`src/rtl/pdec_pkg.sv`:
```
package pdec_pkg;
  localparam int ADDR_W = 8;
  localparam int SEL_W  = 3;
  localparam int OUT_N  = 1 << SEL_W;

  // upper-bit positions that qualify the window
  localparam int HI_A  = 7;
  localparam int HI_B  = 5;
  localparam int LO_A  = 6;
  localparam int LO_B  = 4;
  localparam int AUX_B = 3;

  typedef struct packed {
    logic act_hi;   // active-high enable
    logic blk_n;    // active-low enable, OR of two bits
    logic aux_n;    // active-low enable, single bit
  } dec_en_t;
endpackage

```
`src/rtl/pdec_qualify.sv`:
```
module pdec_qualify
  import pdec_pkg::*;
#(
  parameter int AW = ADDR_W
) (
  input  logic [AW-1:0] addr,
  input  logic          glb_en,
  output dec_en_t       en_o
);
  always_comb begin
    en_o.act_hi = glb_en & addr[HI_A] & addr[HI_B];
    en_o.blk_n  = addr[LO_A] | addr[LO_B];
    en_o.aux_n  = addr[AUX_B];
  end

  // all three enables passing implies upper bits pattern 10100
  always_comb begin
    if (en_o.act_hi && !en_o.blk_n && !en_o.aux_n)
      win_pattern_chk: assert (addr[AW-1:SEL_W] == 5'b10100)
        else $error("qualifier passed outside window");
  end

  // global enable off never passes the high enable
  always_comb begin
    if (!glb_en)
      glb_off_chk: assert (!en_o.act_hi) else $error("enable leaked");
  end
endmodule

```
`src/rtl/pdec_dec3to8.sv`:
```
module pdec_dec3to8
  import pdec_pkg::*;
#(
  parameter int SW = SEL_W,
  localparam int N = 1 << SW
) (
  input  logic [SW-1:0] idx,
  input  dec_en_t       en,
  output logic [N-1:0]  y_n
);
  logic active;
  assign active = en.act_hi & ~en.blk_n & ~en.aux_n;

  for (genvar i = 0; i < N; i++) begin : g_line
    assign y_n[i] = ~(active && (idx == SW'(i)));
  end


  always_comb begin
    one_low_chk: assert ($onehot0(~y_n)) else $error("multiple selects low");
  end


  always_comb begin
    if (!en.act_hi || en.blk_n || en.aux_n)
      idle_high_chk: assert (&y_n) else $error("select low while disabled");
  end
endmodule

```
`src/rtl/periph_win_dec.sv`:
```
module periph_win_dec
  import pdec_pkg::*;
(
  input  logic [ADDR_W-1:0] addr_i,
  input  logic              en_i,
  output logic [OUT_N-1:0]  sel_n_o,
  output logic              hit_o
);
  dec_en_t en_w;

  pdec_qualify #(.AW(ADDR_W)) u_qual (
    .addr   (addr_i),
    .glb_en (en_i),
    .en_o   (en_w)
  );

  pdec_dec3to8 #(.SW(SEL_W)) u_dec (
    .idx (addr_i[SEL_W-1:0]),
    .en  (en_w),
    .y_n (sel_n_o)
  );

  assign hit_o = ~&sel_n_o;


  always_comb begin
    if (hit_o)
      hit_range_chk: assert (en_i && addr_i >= 8'hA0 && addr_i <= 8'hA7)
        else $error("hit outside window");
  end


  always_comb begin
    if (hit_o)
      idx_line_chk: assert (!sel_n_o[addr_i[SEL_W-1:0]])
        else $error("wrong select line");
  end
endmodule

```
`config.mk`:
```
export PLATFORM = sky130hd
export DESIGN_NAME = periph_win_dec
export DESIGN_NICKNAME = d
export VERILOG_FILES = /design/src/rtl/pdec_pkg.sv /design/src/rtl/pdec_qualify.sv /design/src/rtl/pdec_dec3to8.sv /design/src/rtl/periph_win_dec.sv
export SDC_FILE = /design/constraint.sdc
export NUM_CORES = 1
export LEC_CHECK = 0
export ABC_AREA = 1
export BUFFER_PORTS_ARGS = -buffer_cell sky130_fd_sc_hd__buf_4
export CORE_AREA = 2 2 39 41
export DETAILED_ROUTE_END_ITERATION = 16
export DIE_AREA = 0 0 41 43
export GPL_ROUTABILITY_DRIVEN = 0
export PLACE_DENSITY = 0.37
export SLEW_MARGIN = 40
export SYNTH_ARGS = -nofsm -noshare
export SYNTH_HDL_FRONTEND = slang
export SYNTH_SLANG_ARGS = --single-unit
export TNS_END_PERCENT = 50
```
`constraint.sdc`:
```
create_clock -name vclk -period 0.8
set_input_delay 0.04 -clock vclk [all_inputs]
set_output_delay 0.04 -clock vclk [all_outputs]
set_load 0.01 [all_outputs]
```
== Yosys cells after proc, flatten, opt, wreduce, memory -nomap -nowiden ==
Index checks and enable logic that the tools add are counted.

* Logic and storage cells: 33
* Output and inout bits: 9
* Bits of input ports: 9
* Flip-flop bits (word level): 0

* Equality and inequality tests: 7
* Reductions and logical operators: 11
* Bitwise operators: 15

{| class="wikitable"
|+ Operator list
! operator !! count
|-
| == test 3 bit, second input constant || 4
|-
| NOT 1 bit || 10
|-
| logical AND 1 bit || 8
|-
| AND reduction 8 bit || 1
|-
| == test 3 x 2 -> 1 bit, second input constant || 2
|-
| bitwise AND 1 bit || 4
|-
| == test 3 x 1 -> 1 bit, second input constant || 1
|-
| zero test 3 bit || 1
|-
| zero test 1 bit || 1
|-
| OR 1 bit || 1
|}

== Depth between registers and ports, before layout ==
* Depth after elaboration: 8
* Mapped depth: 4
* Depth with buffers taken out: 4

== Modules after synthesis ==
A second synthesis with hierarchy kept.

* Cells, all modules: 38
* Area total of the unflattened synthesis: 156.4 µm²

{| class="wikitable"
|+ By module, submodules not included
! module !! seq. area each (µm²) !! cells an instance !! area each (µm²) !! instances
|-
| pdec_dec3to8 || 0.0 || 26 || 105.1 || 1
|-
| periph_win_dec || 0.0 || 7 || 26.3 || 1
|-
| pdec_qualify || 0.0 || 5 || 25.0 || 1
|}

== Least setup slack after synthesis ==
OpenSTA, ideal clock, no wires.

* Path type: input port to output port
* Start: in addr_i[6]
* End: out hit_o
* Setup slack: 288 ps
* Required time: 760 ps
* Path buffers: 0
* Arrival: 472 ps
* Stages: 4
* Cell sequence: inv_1 -> nand2_2 -> nor2_4 -> and2_1

* Longest elaborated chain between the ends: 8
* Elaborated cells between the ends (all ways): 22
* Classes of those cells: 12 x bitwise; 10 x reduce/logical

{| class="wikitable"
|+ RTL lines
! element !! RTL line !! text
|-
| start, declared || periph_win_dec.sv:4 || <nowiki>input logic [ADDR_W-1:0] addr_i,</nowiki>
|-
| OR 1 bit * || pdec_qualify.sv:12 || <nowiki>en_o.blk_n = addr[LO_A] | addr[LO_B];</nowiki>
|-
| NOT 1 bit * || pdec_dec3to8.sv:12 || <nowiki>assign active = en.act_hi & ~en.blk_n & ~en.aux_n;</nowiki>
|-
| bitwise AND 1 bit * (2 in series) || pdec_dec3to8.sv:12 ||
|-
| logical AND 1 bit || pdec_dec3to8.sv:15 || <nowiki>assign y_n[i] = ~(active && (idx == SW'(i)));</nowiki>
|-
| NOT 1 bit || pdec_dec3to8.sv:15 ||
|-
| AND reduction 8 bit * || periph_win_dec.sv:23 || <nowiki>assign hit_o = ~&sel_n_o;</nowiki>
|-
| zero test 1 bit * || periph_win_dec.sv:23 ||
|-
| end, declared || periph_win_dec.sv:7 || <nowiki>output logic hit_o</nowiki>
|}

Every way passes the cells marked *; elsewhere a longest branch is shown, timed or not.

== Worst setup path after layout ==
* Start: in addr_i[4]
* End: out sel_n_o[1]

* Longest elaborated chain between the ends: 6

{| class="wikitable"
|+ RTL lines
! element !! RTL line !! text
|-
| OR 1 bit || pdec_qualify.sv:12 ||
|-
| NOT 1 bit || pdec_dec3to8.sv:12 ||
|-
| bitwise AND 1 bit (2 in series) || pdec_dec3to8.sv:12 ||
|-
| logical AND 1 bit || pdec_dec3to8.sv:15 ||
|-
| NOT 1 bit || pdec_dec3to8.sv:15 ||
|-
| end, declared || periph_win_dec.sv:6 || <nowiki>output logic [OUT_N-1:0] sel_n_o,</nowiki>
|}

Every way passes these cells.

==> flow_metrics.py <==
metrics = {
    "yosys": {
        "synthMuxAreaShare_pct": 0,
        "synth_area_leaders": "nand3_1 (27%), nor2_1 (20%), inv_1 (15%), nor2_4 (15%), nand2_1 (10%)",
        "synth_top_family_by_area": "simple AND/OR/NAND/NOR gates",
        "yosysTopAreaCell": "nand3_1",
        "netlist.area_leader.share_pct": 26.9,
        "ys_warn_count": 0,
        "yosysUniqueCellTypes": 7,
        "syn-num-nets": 40,
        "postSynthCellCount": 31,
        "ys_seq_area_share_pct": 0,
        "synth_compound_area_share_pct": 0,
        "avgSynthCellArea_um2": 4.80,
        "synth_xor_area_share_pct": 0,
        "netlist_area_um2": 149,
        "synthAdderAreaFrac_pct": 0,
        "synthSimpleGateAreaFrac_pct": 84.9,
    },
    "power": {
        "power_mw": 0.0908,
        "irDropWorstVdd_v": 0.0000979,
        "p_leak_nw": 0.153,
        "power.density_nw_per_um2": 292,
    },
    "sta": {
        "hold_viol": 0,
        "min_period_over_period_pct": 92.3,
        "fmax_mhz": 1350,
        "relSlewSlack_pct": 86.8,
        "rsz0062_at_grt": "yes",
        "fin_setup_tns_ns": 0,
        "setup_viol": 0,
        "final_max_slew_viol_count": 0,
        "final.setup.worst_slack_ns": 0.0616,
        "period_needed_ns": 0.738,
        "tightest_slew_ns": 0.197,
    },
    "setup_path": {
        "cp-end-kind": "output pin",
        "cpLargestDelayFamily": "simple AND/OR/NAND/NOR gates",
        "slowest_delay_ns": 0.18,
        "worstSetupPathType": "primary input to output pin",
        "crit_fanout": 4,
        "cpMostUsedCell": "buf_4",
        "cp-endpoint": "sel_n_o[1]",
        "slowest_stage": "nor2_2",
        "worstPathRequired_ns": 0.76,
        "worst-path-stages": 6,
        "crit_buf_inv": 3,
        "crit_path_start": "addr_i[4]",
        "start_kind": "primary input",
        "worstPathCellList": "buf_4 > inv_1 > nand2_2 > nor2_2 > nand3_1 > buf_4",
        "crit_arrival_ns": 0.70,
    },
    "clocking": {
        "cts-resized-gates": 0,
        "post_cts_buffers": 0,
        "hold_buffers": 0,
    },
    "floorplanning": {
        "start_util_pct": 10.8,
        "chipWidth_um": 41,
        "core_area_um2": 1380,
        "die-area_um2": 1760,
        "io_pins": 18,
        "fp.dieH_um": 43,
        "rows": 14,
    },
    "global_routing": {
        "overflow": 0,
        "grt_util_all_layers_pct": 5.59,
        "grt_pass1_wl_um": 752,
        "grt_max_degree": 10,
        "antenna_found_initial": 0,
        "grt_pass1_vias": 198,
    },
    "layout": {
        "flops_and_latches": 0,
        "fin_area_um2": 310,
        "drive_above_1_share_pct": 46.0,
        "area_growth_pct": 108,
        "nClkBuffers": 0,
        "area.sequential_um2": 0,
        "fillCellCount": 175,
        "fin_nets": 61,
        "antenna_cells": 0,
    },
    "hold_path": {
        "worstHoldPathType": "primary input to output pin",
    },
    "flow_run": {
        "drv_cap": 0,
    },
    "detailed_routing": {
        "vias": 244,
        "ant_nets": 0,
        "drt_first_pass_iters": 4,
        "drc": 0,
        "dr.first_iter.drc_count": 3,
        "wl_per_cell_um": 8.20,
        "via_per_inst": 3.70,
        "wl_um": 541,
    },
    "place": {
        "port-buffer-count": 18,
        "dpl_cell_area_um2": 304,
        "place_hpwl_um": 439,
        "dp_slack_ns": 0.0512,
    },
    "outcome": {
        "status": "complete, no violations",
    },
}
power by group:
| part | switching [mW] | internal, mW | leakage, nW | total [mW] |
|---|---|---|---|---|
| logic | 0.0471 | 0.0437 | 0.153 | 0.0908 |
| registers | 0 | 0 | 0 | 0 |
| clock network | 0 | 0 | 0 | 0 |
routing by layer:
layer,track usage (%),vias to the layer above,share of wire (%)
li1,-,136,-
met1,7.59,95,41
met2,9.38,13,43
met3,1.05,0,16
met4,0,0,0
met5,0,-,0
area by class of cell:
class | instances | area, um2 | area share [%]
well taps | 16 | 20.0 | 6.45
inverters | 6 | 22.5 | 7.26
repair buffers | 18 | 135 | 43.5
multi-input cells | 26 | 133 | 42.7
cells in the mapped netlist:
| master | n |
|---|---|
| nand3_1 | 8 |
| nor2_1 | 8 |
| inv_1 | 6 |
| nand2_1 | 4 |
| nand2_2 | 2 |
| nor2_4 | 2 |
| and2_1 | 1 |
logic make-up (layout without fill, tap and decap cells):
group | after synthesis | in the layout
simple gates | 25 | 26
buf+inv | 6 | 24
stage by stage:
step | hold slack, ns | utilization, % | instances
3_5_place_dp | 0.411 | 22.0 | 65
5_1_grt | 0.429 | 22.4 | 66
3_3_place_gp | 0.415 | 22.0 | 65
4_1_cts | 0.411 | 22.0 | 65
6_report | 0.407 | 22.4 | 66
2_1_floorplan | 0.213 | - | 31
how the worst min path moves through the flow:
stage	from	end	slack, ns	cells after the start
after floorplan	addr_i[2]	sel_n_o[3]	0.21	2
after global placement	addr_i[2]	sel_n_o[2]	0.41	4
after detailed placement	addr_i[2]	sel_n_o[2]	0.41	4
after CTS	addr_i[2]	sel_n_o[2]	0.41	4
after global routing	addr_i[3]	sel_n_o[0]	0.43	4
final	addr_i[2]	sel_n_o[1]	0.41	4
layout by cell type (no fill, tap or decap):
cell,n
nor2_1,8
buf_4,18
inv_1,6
nand3_1,8
nor2_4,2
nand2_2,2
nor2_2,1
nand2_1,4
and2_1,1
(Power assumes the default switching activity.)
